**config.mk**
```make
export PLATFORM = sky130hd
export DESIGN_NAME = gauge_bus_slave
export DESIGN_NICKNAME = d
export VERILOG_FILES = /design/src/rtl/gauge_bus_pkg.sv /design/src/rtl/bus_line_sampler.sv /design/src/rtl/bus_link_fsm.sv /design/src/rtl/gauge_reg_bank.sv /design/src/rtl/gauge_bus_slave.sv
export SDC_FILE = /design/constraint.sdc
export NUM_CORES = 1
export LEC_CHECK = 0
export ABC_AREA = 1
export BUFFER_PORTS_ARGS = -buffer_cell sky130_fd_sc_hd__buf_2
export CORE_MARGIN = 1
export CORE_UTILIZATION = 45
export DETAILED_ROUTE_END_ITERATION = 8
export GPL_TIMING_DRIVEN = 1
export HOLD_SLACK_MARGIN = 0.12
export PLACE_DENSITY = 0.65
export SYNTH_ARGS = -nofsm -noshare
export SYNTH_HDL_FRONTEND = slang
export SYNTH_HIERARCHICAL = 1
export SYNTH_SLANG_ARGS = --single-unit
```
**constraint.sdc**
```tcl
create_clock -name clk -period 6.33 [get_ports clk]
set_input_delay 0 -clock clk [delete_from_list [all_inputs] [get_ports clk]]
set_output_delay 0 -clock clk [all_outputs]
set_load 0.02 [all_outputs]
```
**src/rtl/gauge_bus_pkg.sv**
```systemverilog
package gauge_bus_pkg;
  localparam int unsigned MAP_DEPTH = 8;
  localparam int unsigned PTR_W     = $clog2(MAP_DEPTH);
  localparam int unsigned BYTE_W    = 8;

  localparam logic [PTR_W-1:0] OFS_STATUS = 3'd0;
  localparam logic [PTR_W-1:0] OFS_CTRL   = 3'd1;
  localparam logic [PTR_W-1:0] OFS_CHG_HI = 3'd2;
  localparam logic [PTR_W-1:0] OFS_CHG_LO = 3'd3;
  localparam logic [PTR_W-1:0] OFS_THH_HI = 3'd4;
  localparam logic [PTR_W-1:0] OFS_THH_LO = 3'd5;
  localparam logic [PTR_W-1:0] OFS_THL_HI = 3'd6;
  localparam logic [PTR_W-1:0] OFS_THL_LO = 3'd7;

  typedef enum logic [2:0] {
    LK_IDLE,
    LK_RX,
    LK_RX_ACK,
    LK_TX,
    LK_TX_ACK
  } link_state_e;

  typedef enum logic [1:0] {
    BT_ADDR,
    BT_CMD,
    BT_DATA
  } byte_kind_e;
endpackage

```
**src/rtl/bus_line_sampler.sv**
```systemverilog
module bus_line_sampler #(
  parameter int unsigned STAGES = 2
) (
  input  logic clk,
  input  logic rst_n,
  input  logic scl_raw,
  input  logic sda_raw,
  output logic scl_q,
  output logic sda_q,
  output logic scl_rise,
  output logic scl_fall,
  output logic start_det,
  output logic stop_det
);
  logic [STAGES-1:0] scl_sr;
  logic [STAGES-1:0] sda_sr;
  logic              scl_d;
  logic              sda_d;

  generate
    if (STAGES == 1) begin : g_one
      always_ff @(posedge clk or negedge rst_n) begin
        if (!rst_n) begin
          scl_sr <= '1;
          sda_sr <= '1;
        end else begin
          scl_sr <= scl_raw;
          sda_sr <= sda_raw;
        end
      end
    end else begin : g_chain
      always_ff @(posedge clk or negedge rst_n) begin
        if (!rst_n) begin
          scl_sr <= '1;
          sda_sr <= '1;
        end else begin
          scl_sr <= {scl_sr[STAGES-2:0], scl_raw};
          sda_sr <= {sda_sr[STAGES-2:0], sda_raw};
        end
      end
    end
  endgenerate

  always_ff @(posedge clk or negedge rst_n) begin
    if (!rst_n) begin
      scl_d <= 1'b1;
      sda_d <= 1'b1;
    end else begin
      scl_d <= scl_q;
      sda_d <= sda_q;
    end
  end

  assign scl_q     = scl_sr[STAGES-1];
  assign sda_q     = sda_sr[STAGES-1];
  assign scl_rise  = scl_q & ~scl_d;
  assign scl_fall  = ~scl_q & scl_d;
  // data edges while the clock stays high mark frame boundaries
  assign start_det = scl_q & scl_d & sda_d & ~sda_q;
  assign stop_det  = scl_q & scl_d & ~sda_d & sda_q;
endmodule

```
**src/rtl/bus_link_fsm.sv**
```systemverilog
module bus_link_fsm
  import gauge_bus_pkg::*;
#(
  parameter logic [6:0] DEV_ADDR = 7'h64,
  parameter logic [6:0] ARA_ADDR = 7'h0C
) (
  input  logic              clk,
  input  logic              rst_n,
  input  logic              scl_q,
  input  logic              sda_q,
  input  logic              scl_rise,
  input  logic              scl_fall,
  input  logic              start_det,
  input  logic              stop_det,
  input  logic              alert_i,
  input  logic [BYTE_W-1:0] rd_data,
  output logic              sda_oe,
  output logic              wr_stb,
  output logic [PTR_W-1:0]  wr_addr,
  output logic [BYTE_W-1:0] wr_data,
  output logic              rd_req,
  output logic [PTR_W-1:0]  rd_addr,
  output logic              ara_done
);
  localparam logic [BYTE_W-1:0] ARA_REPLY = {DEV_ADDR, 1'b1};
  localparam logic [BYTE_W-1:0] ARA_MATCH = {ARA_ADDR, 1'b1};

  link_state_e       st;
  byte_kind_e        kind;
  logic [2:0]        bitcnt;
  logic [BYTE_W-1:0] rx_sh;
  logic [BYTE_W-1:0] tx_sh;
  logic [PTR_W-1:0]  ptr;
  logic              byte_done;
  logic              go_tx;
  logic              ara_mode;
  logic              m_ack;
  logic              tx_load;
  logic              frame_edge;

  assign frame_edge = start_det | stop_det;
  assign tx_load = scl_fall && !frame_edge &&
                   ((st == LK_RX_ACK && go_tx) ||
                    (st == LK_TX_ACK && m_ack && !ara_mode));
  assign rd_req  = tx_load && !ara_mode;
  assign rd_addr = (st == LK_TX_ACK) ? ptr + 1'b1 : ptr;

  always_ff @(posedge clk or negedge rst_n) begin
    if (!rst_n) begin
      st        <= LK_IDLE;
      kind      <= BT_ADDR;
      bitcnt    <= '0;
      rx_sh     <= '0;
      tx_sh     <= '0;
      ptr       <= '0;
      byte_done <= 1'b0;
      go_tx     <= 1'b0;
      ara_mode  <= 1'b0;
      m_ack     <= 1'b0;
      sda_oe    <= 1'b0;
      wr_stb    <= 1'b0;
      wr_addr   <= '0;
      wr_data   <= '0;
      ara_done  <= 1'b0;
    end else begin
      wr_stb   <= 1'b0;
      ara_done <= 1'b0;
      if (start_det) begin
        st        <= LK_RX;
        kind      <= BT_ADDR;
        bitcnt    <= '0;
        byte_done <= 1'b0;
        sda_oe    <= 1'b0;
        ara_mode  <= 1'b0;
      end else if (stop_det) begin
        st        <= LK_IDLE;
        sda_oe    <= 1'b0;
        ara_mode  <= 1'b0;
        byte_done <= 1'b0;
      end else begin
        unique case (st)
          LK_RX: begin
            if (scl_rise) begin
              rx_sh     <= {rx_sh[BYTE_W-2:0], sda_q};
              bitcnt    <= bitcnt + 1'b1;
              byte_done <= (bitcnt == 3'd7);
            end else if (scl_fall && byte_done) begin
              byte_done <= 1'b0;
              unique case (kind)
                BT_ADDR: begin
                  if (rx_sh[7:1] == DEV_ADDR) begin
                    sda_oe <= 1'b1;
                    st     <= LK_RX_ACK;
                    go_tx  <= rx_sh[0];
                    kind   <= BT_CMD;
                  end else if (rx_sh == ARA_MATCH && alert_i) begin
                    sda_oe   <= 1'b1;
                    st       <= LK_RX_ACK;
                    go_tx    <= 1'b1;
                    ara_mode <= 1'b1;
                  end else begin
                    st <= LK_IDLE;
                  end
                end
                BT_CMD: begin
                  sda_oe <= 1'b1;
                  st     <= LK_RX_ACK;
                  go_tx  <= 1'b0;
                  ptr    <= rx_sh[PTR_W-1:0];
                  kind   <= BT_DATA;
                end
                default: begin
                  sda_oe  <= 1'b1;
                  st      <= LK_RX_ACK;
                  go_tx   <= 1'b0;
                  wr_stb  <= (ptr != OFS_STATUS);
                  wr_addr <= ptr;
                  wr_data <= rx_sh;
                  ptr     <= ptr + 1'b1;
                end
              endcase
            end
          end
          LK_RX_ACK: begin
            if (scl_fall) begin
              bitcnt <= '0;
              if (go_tx) begin
                tx_sh  <= ara_mode ? ARA_REPLY : rd_data;
                sda_oe <= ara_mode ? ~ARA_REPLY[7] : ~rd_data[7];
                st     <= LK_TX;
              end else begin
                sda_oe <= 1'b0;
                st     <= LK_RX;
              end
            end
          end
          LK_TX: begin
            if (scl_fall) begin
              if (bitcnt == 3'd7) begin
                sda_oe <= 1'b0;
                st     <= LK_TX_ACK;
              end else begin
                tx_sh  <= {tx_sh[BYTE_W-2:0], 1'b0};
                sda_oe <= ~tx_sh[BYTE_W-2];
                bitcnt <= bitcnt + 1'b1;
              end
            end
          end
          LK_TX_ACK: begin
            if (scl_rise) begin
              m_ack <= ~sda_q;
            end else if (scl_fall) begin
              if (ara_mode) begin
                ara_done <= 1'b1;
                ara_mode <= 1'b0;
                st       <= LK_IDLE;
              end else if (m_ack) begin
                ptr    <= ptr + 1'b1;
                tx_sh  <= rd_data;
                sda_oe <= ~rd_data[7];
                bitcnt <= '0;
                st     <= LK_TX;
              end else begin
                st <= LK_IDLE;
              end
            end
          end
          default: ;
        endcase
      end
    end
  end

  AST_SDA_MOVES_SCL_LOW: assert property (@(posedge clk) disable iff (!rst_n) (scl_q && $past(scl_q) && !$past(start_det) && !$past(stop_det)) |-> $stable(sda_oe));
  AST_ARA_GATED_BY_ALERT: assert property (@(posedge clk) disable iff (!rst_n) $rose(ara_mode) |-> $past(alert_i));
  AST_IDLE_RELEASED: assert property (@(posedge clk) disable iff (!rst_n) (st == LK_IDLE) |-> !sda_oe);
  AST_ONE_STROBE_KIND: assert property (@(posedge clk) disable iff (!rst_n) !(wr_stb && rd_req));
endmodule

```
**src/rtl/gauge_reg_bank.sv**
```systemverilog
module gauge_reg_bank
  import gauge_bus_pkg::*;
#(
  parameter logic [7:0]  CTRL_RST = 8'h3C,
  parameter logic [15:0] CHG_RST  = 16'h7FFF,
  parameter logic [15:0] THH_RST  = 16'hFFFF,
  parameter logic [15:0] THL_RST  = 16'h0000
) (
  input  logic              clk,
  input  logic              rst_n,
  input  logic              wr_stb,
  input  logic [PTR_W-1:0]  wr_addr,
  input  logic [BYTE_W-1:0] wr_data,
  input  logic              rd_req,
  input  logic [PTR_W-1:0]  rd_addr,
  input  logic [BYTE_W-1:0] status_i,
  input  logic              chg_ld,
  input  logic [15:0]       chg_val,
  output logic [BYTE_W-1:0] rd_data,
  output logic [7:0]        ctrl_q,
  output logic [15:0]       charge_q,
  output logic [15:0]       thr_hi_q,
  output logic [15:0]       thr_lo_q
);
  logic [BYTE_W-1:0] bank [MAP_DEPTH];
  logic [BYTE_W-1:0] lo_snap;
  logic              snap_vld;

  function automatic logic [BYTE_W-1:0] reset_byte(input int unsigned idx);
    unique case (idx)
      1:       return CTRL_RST;
      2:       return CHG_RST[15:8];
      3:       return CHG_RST[7:0];
      4:       return THH_RST[15:8];
      5:       return THH_RST[7:0];
      6:       return THL_RST[15:8];
      7:       return THL_RST[7:0];
      default: return '0;
    endcase
  endfunction

  always_ff @(posedge clk or negedge rst_n) begin
    if (!rst_n) begin
      for (int i = 0; i < MAP_DEPTH; i++) bank[i] <= reset_byte(i);
    end else begin
      if (chg_ld) begin
        bank[OFS_CHG_HI] <= chg_val[15:8];
        bank[OFS_CHG_LO] <= chg_val[7:0];
      end
      if (wr_stb && wr_addr != OFS_STATUS) bank[wr_addr] <= wr_data;
    end
  end

  always_ff @(posedge clk or negedge rst_n) begin
    if (!rst_n) begin
      lo_snap  <= '0;
      snap_vld <= 1'b0;
    end else begin
      if (rd_req && rd_addr == OFS_CHG_HI) begin
        lo_snap  <= bank[OFS_CHG_LO];
        snap_vld <= 1'b1;
      end else if ((rd_req && rd_addr == OFS_CHG_LO) ||
                   (wr_stb && (wr_addr == OFS_CHG_HI || wr_addr == OFS_CHG_LO))) begin
        snap_vld <= 1'b0;
      end
    end
  end

  always_comb begin
    if (rd_addr == OFS_STATUS)                  rd_data = status_i;
    else if (rd_addr == OFS_CHG_LO && snap_vld) rd_data = lo_snap;
    else                                        rd_data = bank[rd_addr];
  end

  assign ctrl_q   = bank[OFS_CTRL];
  assign charge_q = {bank[OFS_CHG_HI], bank[OFS_CHG_LO]};
  assign thr_hi_q = {bank[OFS_THH_HI], bank[OFS_THH_LO]};
  assign thr_lo_q = {bank[OFS_THL_HI], bank[OFS_THL_LO]};

  AST_STATUS_NOT_WRITTEN: assert property (@(posedge clk) disable iff (!rst_n) wr_stb |-> wr_addr != OFS_STATUS);
  AST_WR_STROBE_SINGLE: assert property (@(posedge clk) disable iff (!rst_n) wr_stb |=> !wr_stb);
  AST_CTRL_HOLDS: assert property (@(posedge clk) disable iff (!rst_n) (!$past(wr_stb) || $past(wr_addr) != OFS_CTRL) |-> $stable(ctrl_q));
endmodule

```
**src/rtl/gauge_bus_slave.sv**
```systemverilog
module gauge_bus_slave
  import gauge_bus_pkg::*;
#(
  parameter logic [6:0]  DEV_ADDR    = 7'h64,
  parameter logic [6:0]  ARA_ADDR    = 7'h0C,
  parameter int unsigned SYNC_STAGES = 2,
  parameter logic [7:0]  CTRL_RST    = 8'h3C,
  parameter logic [15:0] CHG_RST     = 16'h7FFF,
  parameter logic [15:0] THH_RST     = 16'hFFFF,
  parameter logic [15:0] THL_RST     = 16'h0000
) (
  input  logic        clk,
  input  logic        rst_n,
  input  logic        scl_i,
  input  logic        sda_i,
  output logic        sda_oe_o,
  input  logic        alert_i,
  output logic        ara_done_o,
  input  logic [7:0]  status_i,
  input  logic        chg_ld_i,
  input  logic [15:0] chg_val_i,
  output logic        wr_stb_o,
  output logic [2:0]  wr_addr_o,
  output logic [7:0]  wr_data_o,
  output logic        rd_stb_o,
  output logic [2:0]  rd_addr_o,
  output logic [7:0]  ctrl_o,
  output logic [15:0] charge_o,
  output logic [15:0] thr_hi_o,
  output logic [15:0] thr_lo_o
);
  logic scl_q, sda_q, scl_rise, scl_fall, start_det, stop_det;
  logic [BYTE_W-1:0] rd_data;

  bus_line_sampler #(.STAGES(SYNC_STAGES)) u_sampler (
    .clk(clk), .rst_n(rst_n), .scl_raw(scl_i), .sda_raw(sda_i),
    .scl_q(scl_q), .sda_q(sda_q), .scl_rise(scl_rise), .scl_fall(scl_fall),
    .start_det(start_det), .stop_det(stop_det)
  );

  bus_link_fsm #(.DEV_ADDR(DEV_ADDR), .ARA_ADDR(ARA_ADDR)) u_link (
    .clk(clk), .rst_n(rst_n), .scl_q(scl_q), .sda_q(sda_q),
    .scl_rise(scl_rise), .scl_fall(scl_fall),
    .start_det(start_det), .stop_det(stop_det), .alert_i(alert_i),
    .rd_data(rd_data), .sda_oe(sda_oe_o), .wr_stb(wr_stb_o),
    .wr_addr(wr_addr_o), .wr_data(wr_data_o), .rd_req(rd_stb_o),
    .rd_addr(rd_addr_o), .ara_done(ara_done_o)
  );

  gauge_reg_bank #(
    .CTRL_RST(CTRL_RST), .CHG_RST(CHG_RST), .THH_RST(THH_RST), .THL_RST(THL_RST)
  ) u_bank (
    .clk(clk), .rst_n(rst_n), .wr_stb(wr_stb_o), .wr_addr(wr_addr_o),
    .wr_data(wr_data_o), .rd_req(rd_stb_o), .rd_addr(rd_addr_o),
    .status_i(status_i), .chg_ld(chg_ld_i), .chg_val(chg_val_i),
    .rd_data(rd_data), .ctrl_q(ctrl_o), .charge_q(charge_o),
    .thr_hi_q(thr_hi_o), .thr_lo_q(thr_lo_o)
  );
endmodule

```
==> results of run 1 <==
==> report_power, final <==
group | total [mW] | switching (mW) | leakage [nW] | internal, mW
combinational | 0.906 | 0.607 | 2.27 | 0.299
clock | 1.04 | 0.372 | 0.299 | 0.669
sequential | 0.941 | 0.0684 | 1.54 | 0.872
total | 2.89 | 1.05 | 4.11 | 1.84
==> routing by layer <==
metal  share of wire (%)  global-route usage [%]  vias up
li1                    -                       -     2944
met1                  46                    34.2     2753
met2                  46                    36.4      238
met3                 6.7                    4.30       23
met4                 1.6                    9.24        0
met5                   0                       0        -
==> Yosys cell counts, drive strengths merged <==
library cell	number
xor2	2
nand4	13
dfrtp	82
nor4	1
nand3b	3
o22ai	3
nand3	43
o2111ai	1
a21oi	29
nor3b	2
buf	78
or2	1
o21ai	99
clkbuf	15
nand2	301
nor2	85
ha	4
a31oi	1
dfstp	41
nor3	5
inv	92
mux2i	8
==> tightest hold or removal path: stages <==
cell	delay, ps
buf_2	270
mux2i_1	210
a21oi_1	70
==> kinds of logic (layout without fill, tap and decap cells) <==
group | after synthesis | after routing | synth area share [%]
buf+inv | 185 | 257 | 14.0
mux | 8 | 8 | 1.14
xor+xnor | 2 | 2 | 0.250
simple gates | 454 | 454 | 28.9
fa+ha+maj | 4 | 4 | 0.715
flops | 123 | 123 | 44.7
compound gates | 133 | 133 | 10.3
==> layout make-up <==
| cell class | instances | area (um^2) | share of cell area (%) |
|---|---|---|---|
| flip-flops and latches | 123 | 3130 | 38.8 |
| clock inverters | 14 | 195 | 2.42 |
| repair buffers | 133 | 811 | 10.1 |
| clock buffers | 18 | 439 | 5.45 |
| multi-input cells | 601 | 2900 | 36.0 |
| inverters | 92 | 348 | 4.32 |
| well taps | 188 | 235 | 2.92 |
==> state kept, by name (all words and copies together) (netlist names), 2 cells and up <==
name,count
u_link/bitcnt,3
u_link/wr_data,8
u_bank/bank,8
u_link/wr_addr,3
u_bank/thr_lo_q,16
u_link/kind,2
u_bank/thr_hi_q,16
u_bank/ctrl_q,8
u_link/rx_sh,8
u_sampler/sda_sr,2
u_bank/charge_q,16
u_link/st,3
u_bank/lo_snap,8
u_link/ptr,3
u_sampler/scl_sr,2
u_link/tx_sh,7
==> worst min path at each step <==
| stage | slack, ps | from | endpoint |
|---|---|---|---|
| floorplan | -300 | rst_n | u_bank/bank[56]$_DFFE_PN0P_ |
| global placement | 100 | scl_i | u_sampler/scl_sr[0]$_DFF_PN1_ |
| detailed placement | 110 | rst_n | u_bank/bank[56]$_DFFE_PN0P_ |
| CTS | 130 | chg_ld_i | u_bank/charge_q[9]$_DFF_PN1_ |
| global route | 160 | chg_ld_i | u_bank/charge_q[12]$_DFF_PN1_ |
| finish | 140 | chg_ld_i | u_bank/charge_q[10]$_DFF_PN1_ |
==> stage by stage <==
stage	std cells	hold slack, ps	setup slack, ps	total power [mW]	util, %
3_5_place_dp	1110	106	3040	1.83	47.1
2_1_floorplan	909	-296	3260	1.64	-
5_1_grt	1169	159	2740	3.06	53.0
4_1_cts	1169	127	3010	2.90	53.0
3_3_place_gp	1110	105	3220	1.83	47.1
6_report	1169	142	3000	2.89	53.0
==> flow_summary.json, run 1 <==
{
  "status": "complete, no violations",
  "cts-buffers-inserted": 17,
  "worst_clock_skew_ps": 6.77,
  "cp_slowest_cell": "o21ai_2",
  "wl_mm": 18.3,
  "dieArea_um2": 16100,
  "final.min_clock_period_ps": 3330,
  "rsz0062_at_grt": "no",
  "relSlewSlack_pct": 25.5,
  "cts_buffer_depth": 2,
  "r2r-end": "u_link/sda_oe$_DFFE_PN0P_",
  "clock_latency_ps": 430,
  "ys_seq_area_share_pct": 44.7,
  "fill_cells": 1435,
  "grt_use_total_pct": 24.0,
  "grt_pass1_vias": 5318,
  "grt_overflow_total": 0,
  "path_buf_inv": 2,
  "core-area_um2": 15200,
  "clk_pin_slew_worst_paths_ps": 60,
  "syn_avg_cell_area_um2": 7.70,
  "io_buffers": 103,
  "die_x_um": 127,
  "finalMaxSlewViolations": 0,
  "drive_above_1_share_pct": 23.5,
  "routedWlPerCell_um": 15.6,
  "drv_cap": 0,
  "grt_max_degree": 67,
  "path_common_cell": "nor2_1",
  "crit_chain": "nor2_2 > nand2_4 > inv_2 > o21ai_2 > nand2_2 > nor2_8 > nand2_4 > nor2_1 > nor2_1 > nand2_1 > nand2_1 > inv_1 > nand3_1 > nor2_1 > nor2_1 > a21oi_1 > nand3_1 > nand2_1",
  "fin_setup_tns_ps": 0,
  "dr.first_iter.drc_count": 688,
  "root_buffer": "clkbuf_16",
  "postCtsSetupBuffers": 0,
  "syn_nets": 943,
  "startpoint_type": "flip-flop",
  "globalplace.congestion": 0.872,
  "area.growth.synth_to_final_pct": 15.2,
  "critPathTopFamily": "simple AND/OR/NAND/NOR gates",
  "setup_viol": 0,
  "vias": 5958,
  "cp.depth": 18,
  "diodes": 0,
  "placed_area_um2": 7160,
  "leakagePower_nw": 4.11,
  "grt_first_pass_wirelength_mm": 28.9,
  "ctsHoldBuffers": 27,
  "synth_cells": 909,
  "cts.repair.resized": 0,
  "final_cell_mix": "288 x nand2_1, 102 x buf_2, 84 x inv_1",
  "antenna_found_initial": 0,
  "hold_viol_final": 0,
  "worst_pin_slew_ps": 1120,
  "crit_arrival_ps": 3690,
  "cpPeakStageDelay_ps": 870,
  "reg2regPathDepth": 18,
  "row_count": 45,
  "synth.distinct_cells": 39,
  "final_common_cell": "nand2_1",
  "cts.htree.levels": 4,
  "die_h_um": 127,
  "fmax_ghz": 0.301,
  "p_per_area_nw_per_um2": 358,
  "r2r-start": "u_link/st[1]$_DFFE_PN0P_",
  "holdPathStages": 3,
  "ioPinCount": 104,
  "crit_type": "reg2reg",
  "start_util_pct": 46.0,
  "rrSetupSlack_ps": 3000,
  "synth_top_area_share_pct": 29.3,
  "hold_class": "in2reg",
  "ys_ff_latch": 123,
  "synth_top_cell_by_area": "dfrtp_1",
  "synth_area_leaders": "dfrtp_1 29%, nand2_1 15%, dfstp_2 15%, buf_4 6.2%, o21ai_0 4.6%",
  "dr.pass1.iters": 7,
  "cp_max_fo": 22,
  "yosys_warnings": 6,
  "final_nets": 1002,
  "hpwlAfterDp_mm": 12.9,
  "startpoint": "u_link/st[1]$_DFFE_PN0P_",
  "crit_required_ps": 6700,
  "fin_area_um2": 8060,
  "drt-vias-per-instance": 5.10,
  "critPathCaptureType": "flip-flop",
  "clock_sinks": 123,
  "tritoncts": "done",
  "syn_area_um2": 7000,
  "ir_worst_vdd_mv": 0.207,
  "min_period_over_period_pct": 52.5,
  "drc": 0,
  "critPathCapture": "u_link/sda_oe$_DFFE_PN0P_",
  "antenna_left": 0
}
No activity file was read; power rests on OpenSTA's default activity.
==> run 2: changes to the inputs <==
--- a/config.mk
+++ b/config.mk
@@ -12,7 +12,7 @@
 export DETAILED_ROUTE_END_ITERATION = 8
 export GPL_TIMING_DRIVEN = 1
 export HOLD_SLACK_MARGIN = 0.12
-export PLACE_DENSITY = 0.65
+export PLACE_DENSITY = 0.68
 export SYNTH_ARGS = -nofsm -noshare
 export SYNTH_HDL_FRONTEND = slang
 export SYNTH_HIERARCHICAL = 1
==> constraint.sdc (replaced) <==
create_clock -name clk -period 2.92 [get_ports clk]
set_input_delay 0 -clock clk [delete_from_list [all_inputs] [get_ports clk]]
set_output_delay 0 -clock clk [all_outputs]
set_load 0.02 [all_outputs]
==> flow_summary.json, run 2 (synthesis results as in run 1) <==
{
  "status": "complete, no violations",
  "crit_required_ps": 3230,
  "r2r-start": "u_link/st[0]$_DFFE_PN0P_",
  "leakagePower_nw": 4.19,
  "hold_viol_final": 0,
  "final_nets": 1013,
  "final_cells": 1180,
  "hold_class": "in2async",
  "ir_worst_vdd_mv": 0.462,
  "drt-vias-per-instance": 5.07,
  "grt_pass1_vias": 5665,
  "min_period_over_period_pct": 89.7,
  "cp_max_fo": 16,
  "critPathCaptureType": "flip-flop",
  "dr.pass1.iters": 6,
  "place_inst": 1121,
  "drive_above_1_share_pct": 24.4,
  "grt_max_degree": 59,
  "core-area_um2": 15200,
  "die_h_um": 127,
  "antenna_found_initial": 0,
  "root_buffer": "clkbuf_16",
  "hpwlAfterDp_mm": 13.2,
  "cts_buffer_depth": 2,
  "grt_use_total_pct": 24.5,
  "fin_setup_tns_ps": 0,
  "final_common_cell": "nand2_1",
  "dr.first_iter.drc_count": 515,
  "drc": 0,
  "clk_pin_slew_worst_paths_ps": 60,
  "grt_first_pass_wirelength_mm": 29.8,
  "start_util_pct": 46.0,
  "clock_sinks": 123,
  "area.growth.synth_to_final_pct": 17.0,
  "worst_clock_skew_ps": 8.20,
  "diodes": 0,
  "cts.htree.levels": 4,
  "tritoncts": "done",
  "wl_mm": 18.5,
  "vias": 5981,
  "final_cell_mix": "288 x nand2_1, 102 x buf_2, 84 x inv_1",
  "final.min_clock_period_ps": 2620,
  "io_buffers": 103,
  "rsz0062_at_grt": "no",
  "multi_input_area_um2": 2910,
  "drv_cap": 0,
  "ioPinCount": 104,
  "startpoint": "u_link/st[0]$_DFFE_PN0P_",
  "finalMaxSlewViolations": 0,
  "cts-buffers-inserted": 17,
  "antenna_left": 0,
  "p_per_area_nw_per_um2": 783,
  "crit_type": "reg2reg",
  "fill_cells": 1424,
  "startpoint_type": "flip-flop",
  "globalplace.congestion": 0.916,
  "worst_pin_slew_ps": 916,
  "postCtsSetupBuffers": 0,
  "regArea_um2": 3130,
  "relSlewSlack_pct": 38.7,
  "row_count": 45,
  "routedWlPerCell_um": 15.7,
  "crit_arrival_ps": 2930,
  "die_x_um": 127,
  "clock_latency_ps": 420,
  "grt_overflow_total": 0,
  "dieArea_um2": 16100,
  "setup_viol": 0,
  "fmax_ghz": 0.382
}
-- run 2: what timing repair did --
action | CTS | global route
endpoints found under the setup margin | 0 | 1
hold buffers | 27 | 0
gates resized for setup | 0 | 2
hold endpoints to repair | 126 | 0
-- run 2: cell type report --
cell class / instances / share of cell area (%)
Clock inverter: 14 / 2.66
Clock buffer: 18 / 5.36
Tap cell: 188 / 2.87
Inverter: 92 / 4.25
Multi-Input combinational cell: 601 / 35.5
Sequential cell: 123 / 38.2
Timing Repair Buffer: 144 / 11.1
-- run 2: worst paths after layout --
check | slack [ps] | depth (start not counted) | endpoint
max in group asynchronous | 2060 | 3 | u_link/m_ack$_DFFE_PN0P_
worst min register to register | 350 | 0 | u_sampler/scl_sr[1]$_DFF_PN1_
worst max register to register | 300 | 20 | u_link/sda_oe$_DFFE_PN0P_
min in group clk | 170 | 3 | u_bank/charge_q[11]$_DFF_PN1_
worst min-delay path | 120 | 2 | u_bank/thr_lo_q[10]$_DFFE_PN0P_
worst max-delay path | 300 | 20 | u_link/sda_oe$_DFFE_PN0P_
-- run 2: routing by layer --
| layer | global-route usage [%] | routed length, um | share of wire [%] |
|---|---|---|---|
| met1 | 33.7 | 8680 | 47 |
| met2 | 37.4 | 8300 | 45 |
| met3 | 4.60 | 1010 | 5.4 |
| met4 | 11.6 | 484 | 2.6 |
| met5 | 0 | 0 | 0 |
-- run 2: stage by stage --
stage               utilization, %  worst slack [ps]  hold slack (ps)  total power [mW]  cell area (um^2)
finish                        53.9               301              115              6.41              8190
global route                  53.9              7.39              173              6.82              8190
CTS                           53.8               268              123              6.43              8180
detailed placement            47.7               287             26.2              4.05              7250
global placement              47.7               373             27.8              4.02              7250
floorplan                        -               137             -296              3.56              7000
-- run 2: power by group --
part | internal (mW) | switching [mW] | total, mW
Combinational | 0.716 | 1.32 | 2.03
Sequential | 1.89 | 0.148 | 2.04
Clock | 1.54 | 0.800 | 2.34
-- run 2: worst max-delay path, stage by stage, from the launching register on --
cell,delay (ps)
dfrtp_1,470
nor2_2,210
nand2_4,60
inv_2,180
nand2_1,130
o21ai_4,160
nand2_2,140
nor2_8,190
nand2_4,140
nand2_1,100
nor2_1,40
nand2_1,70
nand2_1,50
nand2_1,50
inv_1,50
nand3_1,70
nor2_1,40
nor2_1,120
a21oi_1,70
nand3_1,80
nand2_1,50
